File: src/rtl/dmasel_pkg.sv
package dmasel_pkg;

  typedef enum logic [1:0] {
    RA_ENA_SET = 2'd0,
    RA_ENA_CLR = 2'd1,
    RA_SEL_SET = 2'd2,
    RA_SEL_CLR = 2'd3
  } reg_addr_e;

  typedef enum logic [2:0] {
    MD_IDLE     = 3'd0,
    MD_BASIC    = 3'd1,
    MD_AUTO     = 3'd2,
    MD_PINGPONG = 3'd3,
    MD_MEM_SG   = 3'd4,
    MD_PER_SG   = 3'd5,
    MD_RSV6     = 3'd6,
    MD_RSV7     = 3'd7
  } cyc_mode_e;

  typedef struct packed {
    logic ena_set;
    logic ena_clr;
    logic sel_set;
    logic sel_clr;
  } wr_kind_t;

  // Modes whose phase completion swaps the structure in use
  function automatic logic mode_swaps(input logic [2:0] mode);
    case (mode)
      MD_PINGPONG, MD_MEM_SG, MD_PER_SG: return 1'b1;
      default:                           return 1'b0;
    endcase
  endfunction

  function automatic wr_kind_t decode_wr(input logic wr, input logic [1:0] addr);
    wr_kind_t k;
    k = '0;
    if (wr) begin
      case (addr)
        RA_ENA_SET: k.ena_set = 1'b1;
        RA_ENA_CLR: k.ena_clr = 1'b1;
        RA_SEL_SET: k.sel_set = 1'b1;
        default:    k.sel_clr = 1'b1;
      endcase
    end
    return k;
  endfunction

endpackage

File: src/rtl/dmasel_wdec.sv
module dmasel_wdec
  import dmasel_pkg::*;
#(
  parameter int NCH = 21,
  parameter int DW  = 32
) (
  input  logic            wr_en,
  input  logic [1:0]      addr,
  input  logic [DW-1:0]   wdata,
  output wr_kind_t        kind,
  output logic [NCH-1:0]  mask
);
  localparam int RSV = DW - NCH;

  assign kind = decode_wr(wr_en, addr);
  assign mask = wdata[NCH-1:0];

  generate
    if (RSV > 0) begin : g_rsv
      logic unused_rsv_bits;
      assign unused_rsv_bits = ^wdata[DW-1:NCH];
    end
  endgenerate
endmodule

File: src/rtl/dmasel_evt.sv
module dmasel_evt
  import dmasel_pkg::*;
#(
  parameter int NCH = 21,
  parameter int CW  = 5
) (
  input  logic            ev_valid,
  input  logic [CW-1:0]   ev_chan,
  input  logic [2:0]      ev_mode,
  input  logic            ev_alt,
  input  logic [NCH-1:0]  sel_cur,
  output logic [NCH-1:0]  tgl_req
);
  logic ev_swaps;
  assign ev_swaps = ev_valid && mode_swaps(ev_mode);

  generate
    for (genvar c = 0; c < NCH; c++) begin : g_ch
      assign tgl_req[c] = ev_swaps && (ev_chan == CW'(c)) && (ev_alt == sel_cur[c]);
    end
  endgenerate
endmodule

File: src/rtl/dmasel_chan.sv
module dmasel_chan
  import dmasel_pkg::*;
#(
  parameter int NCH = 21
) (
  input  logic            clk,
  input  logic            rst_n,
  input  wr_kind_t        kind,
  input  logic [NCH-1:0]  mask,
  input  logic [NCH-1:0]  tgl_req,
  output logic [NCH-1:0]  ena,
  output logic [NCH-1:0]  sel,
  output logic [NCH-1:0]  tgl_eff
);
  logic [NCH-1:0] sw_sel_hit;
  assign sw_sel_hit = (kind.sel_set || kind.sel_clr) ? mask : '0;
  assign tgl_eff    = tgl_req & ~sw_sel_hit;

  generate
    for (genvar c = 0; c < NCH; c++) begin : g_bit
      logic ena_q, sel_q;
      always_ff @(posedge clk or negedge rst_n) begin
        if (!rst_n) begin
          ena_q <= 1'b0;
          sel_q <= 1'b0;
        end else begin
          if (kind.ena_set && mask[c])      ena_q <= 1'b1;
          else if (kind.ena_clr && mask[c]) ena_q <= 1'b0;
          if (kind.sel_set && mask[c])      sel_q <= 1'b1;
          else if (kind.sel_clr && mask[c]) sel_q <= 1'b0;
          else if (tgl_eff[c])              sel_q <= ~sel_q;
        end
      end
      assign ena[c] = ena_q;
      assign sel[c] = sel_q;
    end
  endgenerate
endmodule

File: src/rtl/dmasel_bank.sv
module dmasel_bank
  import dmasel_pkg::*;
#(
  parameter int NCH = 21,
  parameter int DW  = 32,
  parameter int CW  = 5
) (
  input  logic            clk,
  input  logic            rst_n,
  input  logic            reg_wr,
  input  logic [1:0]      reg_addr,
  input  logic [DW-1:0]   reg_wdata,
  output logic [DW-1:0]   reg_rdata,
  input  logic            ev_valid,
  input  logic [CW-1:0]   ev_chan,
  input  logic [2:0]      ev_mode,
  input  logic            ev_alt,
  output logic [NCH-1:0]  chan_ena,
  output logic [NCH-1:0]  chan_alt
);
  localparam int RSV = DW - NCH;

  wr_kind_t       wr_kind;
  logic [NCH-1:0] wr_mask;
  logic [NCH-1:0] tgl_req;
  logic [NCH-1:0] tgl_eff;

  dmasel_wdec #(.NCH(NCH), .DW(DW)) u_wdec (
    .wr_en (reg_wr),
    .addr  (reg_addr),
    .wdata (reg_wdata),
    .kind  (wr_kind),
    .mask  (wr_mask)
  );

  dmasel_evt #(.NCH(NCH), .CW(CW)) u_evt (
    .ev_valid (ev_valid),
    .ev_chan  (ev_chan),
    .ev_mode  (ev_mode),
    .ev_alt   (ev_alt),
    .sel_cur  (chan_alt),
    .tgl_req  (tgl_req)
  );

  dmasel_chan #(.NCH(NCH)) u_chan (
    .clk     (clk),
    .rst_n   (rst_n),
    .kind    (wr_kind),
    .mask    (wr_mask),
    .tgl_req (tgl_req),
    .ena     (chan_ena),
    .sel     (chan_alt),
    .tgl_eff (tgl_eff)
  );

  // Addresses with bit 1 set view the select vector
  assign reg_rdata = {{RSV{1'b0}}, (reg_addr[1] ? chan_alt : chan_ena)};
endmodule

File: config.mk
export PLATFORM = sky130hd
export DESIGN_NAME = dmasel_bank
export DESIGN_NICKNAME = d
export VERILOG_FILES = /design/src/rtl/dmasel_pkg.sv /design/src/rtl/dmasel_wdec.sv /design/src/rtl/dmasel_evt.sv /design/src/rtl/dmasel_chan.sv /design/src/rtl/dmasel_bank.sv
export SDC_FILE = /design/constraint.sdc
export NUM_CORES = 1
export LEC_CHECK = 0
export ABC_AREA = 1
export BUFFER_PORTS_ARGS = -buffer_cell sky130_fd_sc_hd__buf_4
export CORE_MARGIN = 8
export CORE_UTILIZATION = 55
export CTS_CLUSTER_DIAMETER = 120
export CTS_CLUSTER_SIZE = 8
export DETAILED_ROUTE_END_ITERATION = 10
export PLACE_DENSITY = 0.87
export SYNTH_ARGS = -nofsm -noshare
export SYNTH_HDL_FRONTEND = slang
export SYNTH_SLANG_ARGS = --single-unit
export TNS_END_PERCENT = 1
File: constraint.sdc
create_clock -name clk -period 1.5 [get_ports clk]
set_input_delay 0.3 -clock clk [delete_from_list [all_inputs] [get_ports clk]]
set_output_delay 0.3 -clock clk [all_outputs]
set_load 0.1 [all_outputs]
=== After elaboration in Yosys (flattened, before gate mapping) ===
Cells that the tools add are included.

* Flip-flop bits (word level): 42
* Input bits: 47
* Output and inout port bits: 74
* Word-level logic and storage cells: 398

* Equal/unequal tests: 46
* Mux-type cells: 113
* Bitwise logic cells: 23
* Reductions and logical operators: 174

{| class="wikitable"
|+ Operators by type and width
! cell !! count
|-
| $logic_and 1x1->1 || 127
|-
| $mux 1 || 110
|-
| $reduce_bool 3->1 || 21
|-
| $mux 21 || 2
|-
| $reduce_bool 2->1 || 21
|-
| $eq 5x4->1 const B || 8
|-
| $eq 5x5->1 const B || 5
|-
| $and 21x21->21 || 1
|-
| $eq 1x1->1 || 21
|-
| $not 1->1 || 21
|-
| $not 21->21 || 1
|-
| $eq 5x3->1 const B || 4
|-
| $eq 5x2->1 const B || 2
|-
| $eq 3x3->1 const B || 2
|-
| $reduce_or 3->1 || 2
|-
| $eq 5x1->1 const B || 1
|-
| $logic_not 5->1 || 1
|-
| $mux 4 || 1
|-
| $eq 3x2->1 const B || 1
|-
| $eq 2x1->1 const B || 1
|-
| $eq 2x2->1 const B || 1
|-
| $logic_not 2->1 || 1
|-
| $logic_or 1x1->1 || 1
|}

=== Longest topological paths before layout ===
* Word-level depth: 11
* Gate-level depth with buffers: 9

=== Cells and area by module ===
Synthesis repeated with hierarchy kept, for this count alone.

* Cell total of the unflattened synthesis: 616
* Area total of the unflattened synthesis: 3699.8 µm²

{| class="wikitable"
|+ By module, submodules not included
! module !! instances !! cells an instance !! area each (µm²) !! sequential area each (µm²)
|-
| dmasel_chan || 1 || 370 || 2524.9 || 1051.0
|-
| dmasel_evt || 1 || 137 || 623.1 || 0.0
|-
| dmasel_bank || 1 || 80 || 364.1 || 0.0
|-
| dmasel_wdec || 1 || 29 || 187.7 || 0.0
|}

=== Worst setup path before layout ===
Ideal clock, no wire load.

* Kind: input port to output port
* Start point: input port reg_addr[1]
* End point: output port reg_rdata[15]
* Data arrival time: 2.671 ns
* Required time: 1.200 ns
* Path slack: -1.471 ns
* Stages on the path: 3
* Path buffers: 1
* Path through: inv_2 > clkbuf_1 > o21ai_0

* Cells in the longest elaborated chain, start to end: 1

{| class="wikitable"
|+ Ends and longest elaborated chain
! element !! RTL line !! source
|-
| start: declaration || dmasel_bank.sv:11 || <nowiki>input logic [1:0] reg_addr,</nowiki>
|-
| $mux 21 || dmasel_bank.sv:57 || <nowiki>assign reg_rdata = {{RSV{1'b0}}, (reg_addr[1] ? chan_alt : chan_ena)};</nowiki>
|-
| end: declaration || dmasel_bank.sv:13 || <nowiki>output logic [DW-1:0] reg_rdata,</nowiki>
|}

No other way between the ends.

=== Worst setup path after layout ===
* Start point: register u_chan.g_bit[11].sel_q
* End point: output port reg_rdata[11]

* Cells in the longest elaborated chain, start to end: 1

{| class="wikitable"
|+ Ends and longest elaborated chain
! element !! RTL line !! source
|-
| start: declaration || dmasel_chan.sv:21 || <nowiki>logic ena_q, sel_q;</nowiki>
|-
| start signal: assignment || dmasel_chan.sv:31 || <nowiki>else if (tgl_eff[c]) sel_q <= ~sel_q;</nowiki>
|-
| $mux 21 || dmasel_bank.sv:57 ||
|}

No other way between the ends.

==> summary.md <==
| Metric | Value |
|---|---|
| Met1 track demand over resource | `between 20% and 30%` |
| Final Core Density | `between 70% and 80%` |
| Xor/xnor share of the synthesized area | `less than 1%` |
| Crit-path max cell delay | `roughly 0.43 ns` |
| Max-slew violation count | `0` |
| Status | `finished with violations` |
| Detailed placement HPWL | `a little over 7 mm` |
| Power per cell area | `approximately 1500 nW/µm²` |
| Number of synthesized register bits | `42` |
| Adder-cell share of the synthesized area | `0%` |
| CP Data Required Time | `about 1.2 ns` |
| Main combinational cell family by area after synthesis | `simple AND/OR/NAND/NOR gates` |
| DRC Markers | `0` |
| Clk Latency, worst-skew pair | `slightly below 0.3 ns` |
| Proportion of layout cells with a drive suffix above 1 | `a little over a quarter` |
| Nets@finish | `between 600 and 700` |
| Post-DR wirelength/cell | `roughly 14 µm` |
| CP Class | `flop to output pin` |
| CP delay by family, top | `flip-flops` |
| Post-CTS Hold Fix Bufs | `0` |
| Met3 usage | `under 10%` |
| Setup ws final | `-0.00767 ns` |
| DP Worst Slack | `-0.0462 ns` |
| Critical Path, Cell by Cell | `inv_1 > o21ai_4 > buf_12` |
| CTS max path bufs | `2` |
| Post-synthesis sequential area ratio | `a little under a third` |
| Synth warn | `0` |
| Simple-gate share of the synthesized area | `between 30% and 40%` |
| Area grow syn2layout | `31.2%` |
| Final Hold Fails | `7` |
| Post-Layout Cell Count | `684` |
| Unique masters post-synth | `20` |
| Placed Area | `4150 µm²` |
| Worst Path Arrival | `1.21 ns` |
| VDD IR max | `slightly above 0.9 mV` |
| Pleak | `2.36 nW` |
| Mapped Area | `3420 µm²` |
| DRT iter0 DRCs | `243` |
| Routed via count | `roughly 3600` |
| Clk pin slew, worst setup/hold paths | `0.08 ns` |
| Worst setup EP type | `output pin` |
| Worst path bufs/invs | `2` |
| Area share of the largest cell type after synthesis | `a little under a third` |
| Antenna Violating Nets Remaining | `0` |
| Hold crit path type | `input port to async pin` |
| DR pass1 iterations | `4` |
| Largest net degree at the start of global routing | `43` |
| Routability cong. | `between 0.8 and 0.9` |
| Fin Hold WS | `-0.0113 ns` |
| Mux share of post-synthesis cell area | `0%` |
| Setup violators final | `1` |
| First-pass GRT wire length | `roughly 16 mm` |
| Fin crit share | `101%` |
| Antenna diodes | `0` |
| Max-cap viol count | `0` |
| Final wirelength | `~9.9 mm` |
| Antenna violations before repair | `0` |
| RSZ-0062 raised after global routing | `true` |
| Most area-consuming cells after synthesis | `dfrtp_1 31%, nand2_1 21%, buf_4 12%` |
| Via/cell ratio | `5.21` |
| Average cell area after synthesis | `about 6.2 µm²` |
| Fin Clk Skew | `0 ns` |
| Vias in the first global route | `~3400` |
| Die width | `94.8 µm` |
| Initial Utilization | `between 50% and 60%` |
| Die H | `94.8 µm` |
| Placed Cells | `about 680` |
| Core area | `5960 µm²` |
| Die area | `around 9000 µm²` |
| Met2 global-route usage | `a little under two fifths` |
| H-tree depth | `2` |
| Failing checks | `negative hold slack, negative setup slack` |
| IO Count | `~120` |
| Port bufs | `a little under 100` |
| Crit Path Max Fanout | `5` |
| Root buffer cell | `clkbuf_8` |
| Total gr overflow | `0` |
| Complex-gate fraction of the synthesized area | `between 10% and 20%` |
| FMAX | `between 0.6 and 0.7 GHz` |
| Slew @ Worst Pin | `between 0.5 and 0.6 ns` |
| Synth area leader | `dfrtp_1` |
| Cell Rows | `28` |
| Final min period | `roughly 1.5 ns` |
| Cells after Synth | `550` |
| Worst path slowest cell | `dfrtp_1` |
| Gr busiest metal | `met2` |
| Clock Sinks | `42` |
| Startpoint Class | `flop` |
| CTS Buf Count | `5` |
| CTS tree | `yes` |
| Max_slew headroom | `61.6%` |
| Tot GR Track Use | `between 20 and 25%` |
| Design area | `~4500 µm²` |
[kinds of logic (layout without fill, tap and decap cells)]
family | after synthesis | in the layout
and+or+nand+nor | 284 | 284
other | 1 | 11
buffers and inverters | 151 | 200
DFF | 42 | 42
AOI/OAI and AO/OA | 71 | 71
xor gates and xnor gates | 1 | 1
[worst paths after layout]
path	startpoint	to	slack (ns)	cells after the start
setup / recovery	u_chan.g_bit[11].sel_q	reg_rdata[11]	-0.008	3
hold / removal	rst_n	u_chan.g_bit[15].ena_q	-0.01	1
setup reg to reg	u_chan.g_bit[3].sel_q	u_chan.g_bit[3].sel_q	0.38	7
hold reg to reg	u_chan.g_bit[9].ena_q	u_chan.g_bit[9].ena_q	0.54	2
max in group asynchronous	rst_n	u_chan.g_bit[3].sel_q	1.11	1
min in group clk	reg_wdata[5]	u_chan.g_bit[5].sel_q	0.23	3
[power breakdown]
group / internal [mW] / total, mW / switching (mW)
logic: 1.04 / 4.21 / 3.17
registers: 1.33 / 1.53 / 0.200
clock network: 0.372 / 0.788 / 0.415
[cells in the mapped netlist, drive strengths merged]
cell    count
nor3b       1
conb        1
nand3      44
nand3b     15
a21boi      1
xor2        1
o22ai       5
clkbuf      8
dfrtp      42
inv        80
buf        63
nand2     190
nor2       34
o21ai      65
[registers in the layout (all words and copies together), names as in the netlist]
name and count:
u_chan.g_bit.ena_q 21, u_chan.g_bit.sel_q 21
[per-layer routing]
| layer | up-vias | wire [µm] |
|---|---|---|
| met1 | 1664 | 4040 |
| met2 | 136 | 4950 |
| met3 | 11 | 760 |
| met5 | - | 0 |
| li1 | 1756 | - |
| met4 | 0 | 139 |
[cell type report]
cell class / instances / area [µm²]
multi-input combinational: 367 / 1840
fill: 447 / 1470
timing repair buffer: 112 / 1110
sequential: 42 / 1050
inverter: 80 / 300
tap: 75 / 93.8
clock buffer: 7 / 86.3
clock inverter: 1 / 5.00
[timing repair]
item	CTS	global route
setup buffers	0	1
resized for setup	28	40
setup endpoints to repair	21	19
pin swaps	0	1
[cells in the final DEF, fill, tap and decap left out]
cell and n:
a21boi_1 1, buf_12 19, buf_4 88, buf_6 2, buf_8 3, clkbuf_1 1, clkbuf_8 6, clkinv_2 1
conb_1 11, dfrtp_1 42, inv_1 63, inv_2 17, nand2_1 189, nand2_2 1, nand3_1 44, nand3b_1 15
nor2_1 33, nor2_4 1, nor3b_4 1, o21ai_0 43, o21ai_1 1, o21ai_2 2, o21ai_4 19, o22ai_1 5
xor2_1 1
[metrics by stage]
| stage | total power, mW | TNS, ns |
|---|---|---|
| 6_report | 6.53 | -0.00767 |
| 5_1_grt | 6.79 | -0.0855 |
| 2_1_floorplan | 4.97 | -2.82 |
| 4_1_cts | 6.38 | 0 |
| 3_5_place_dp | 5.47 | -0.494 |
| 3_3_place_gp | 5.42 | -0.251 |
Power figures use the tool's default switching activity.
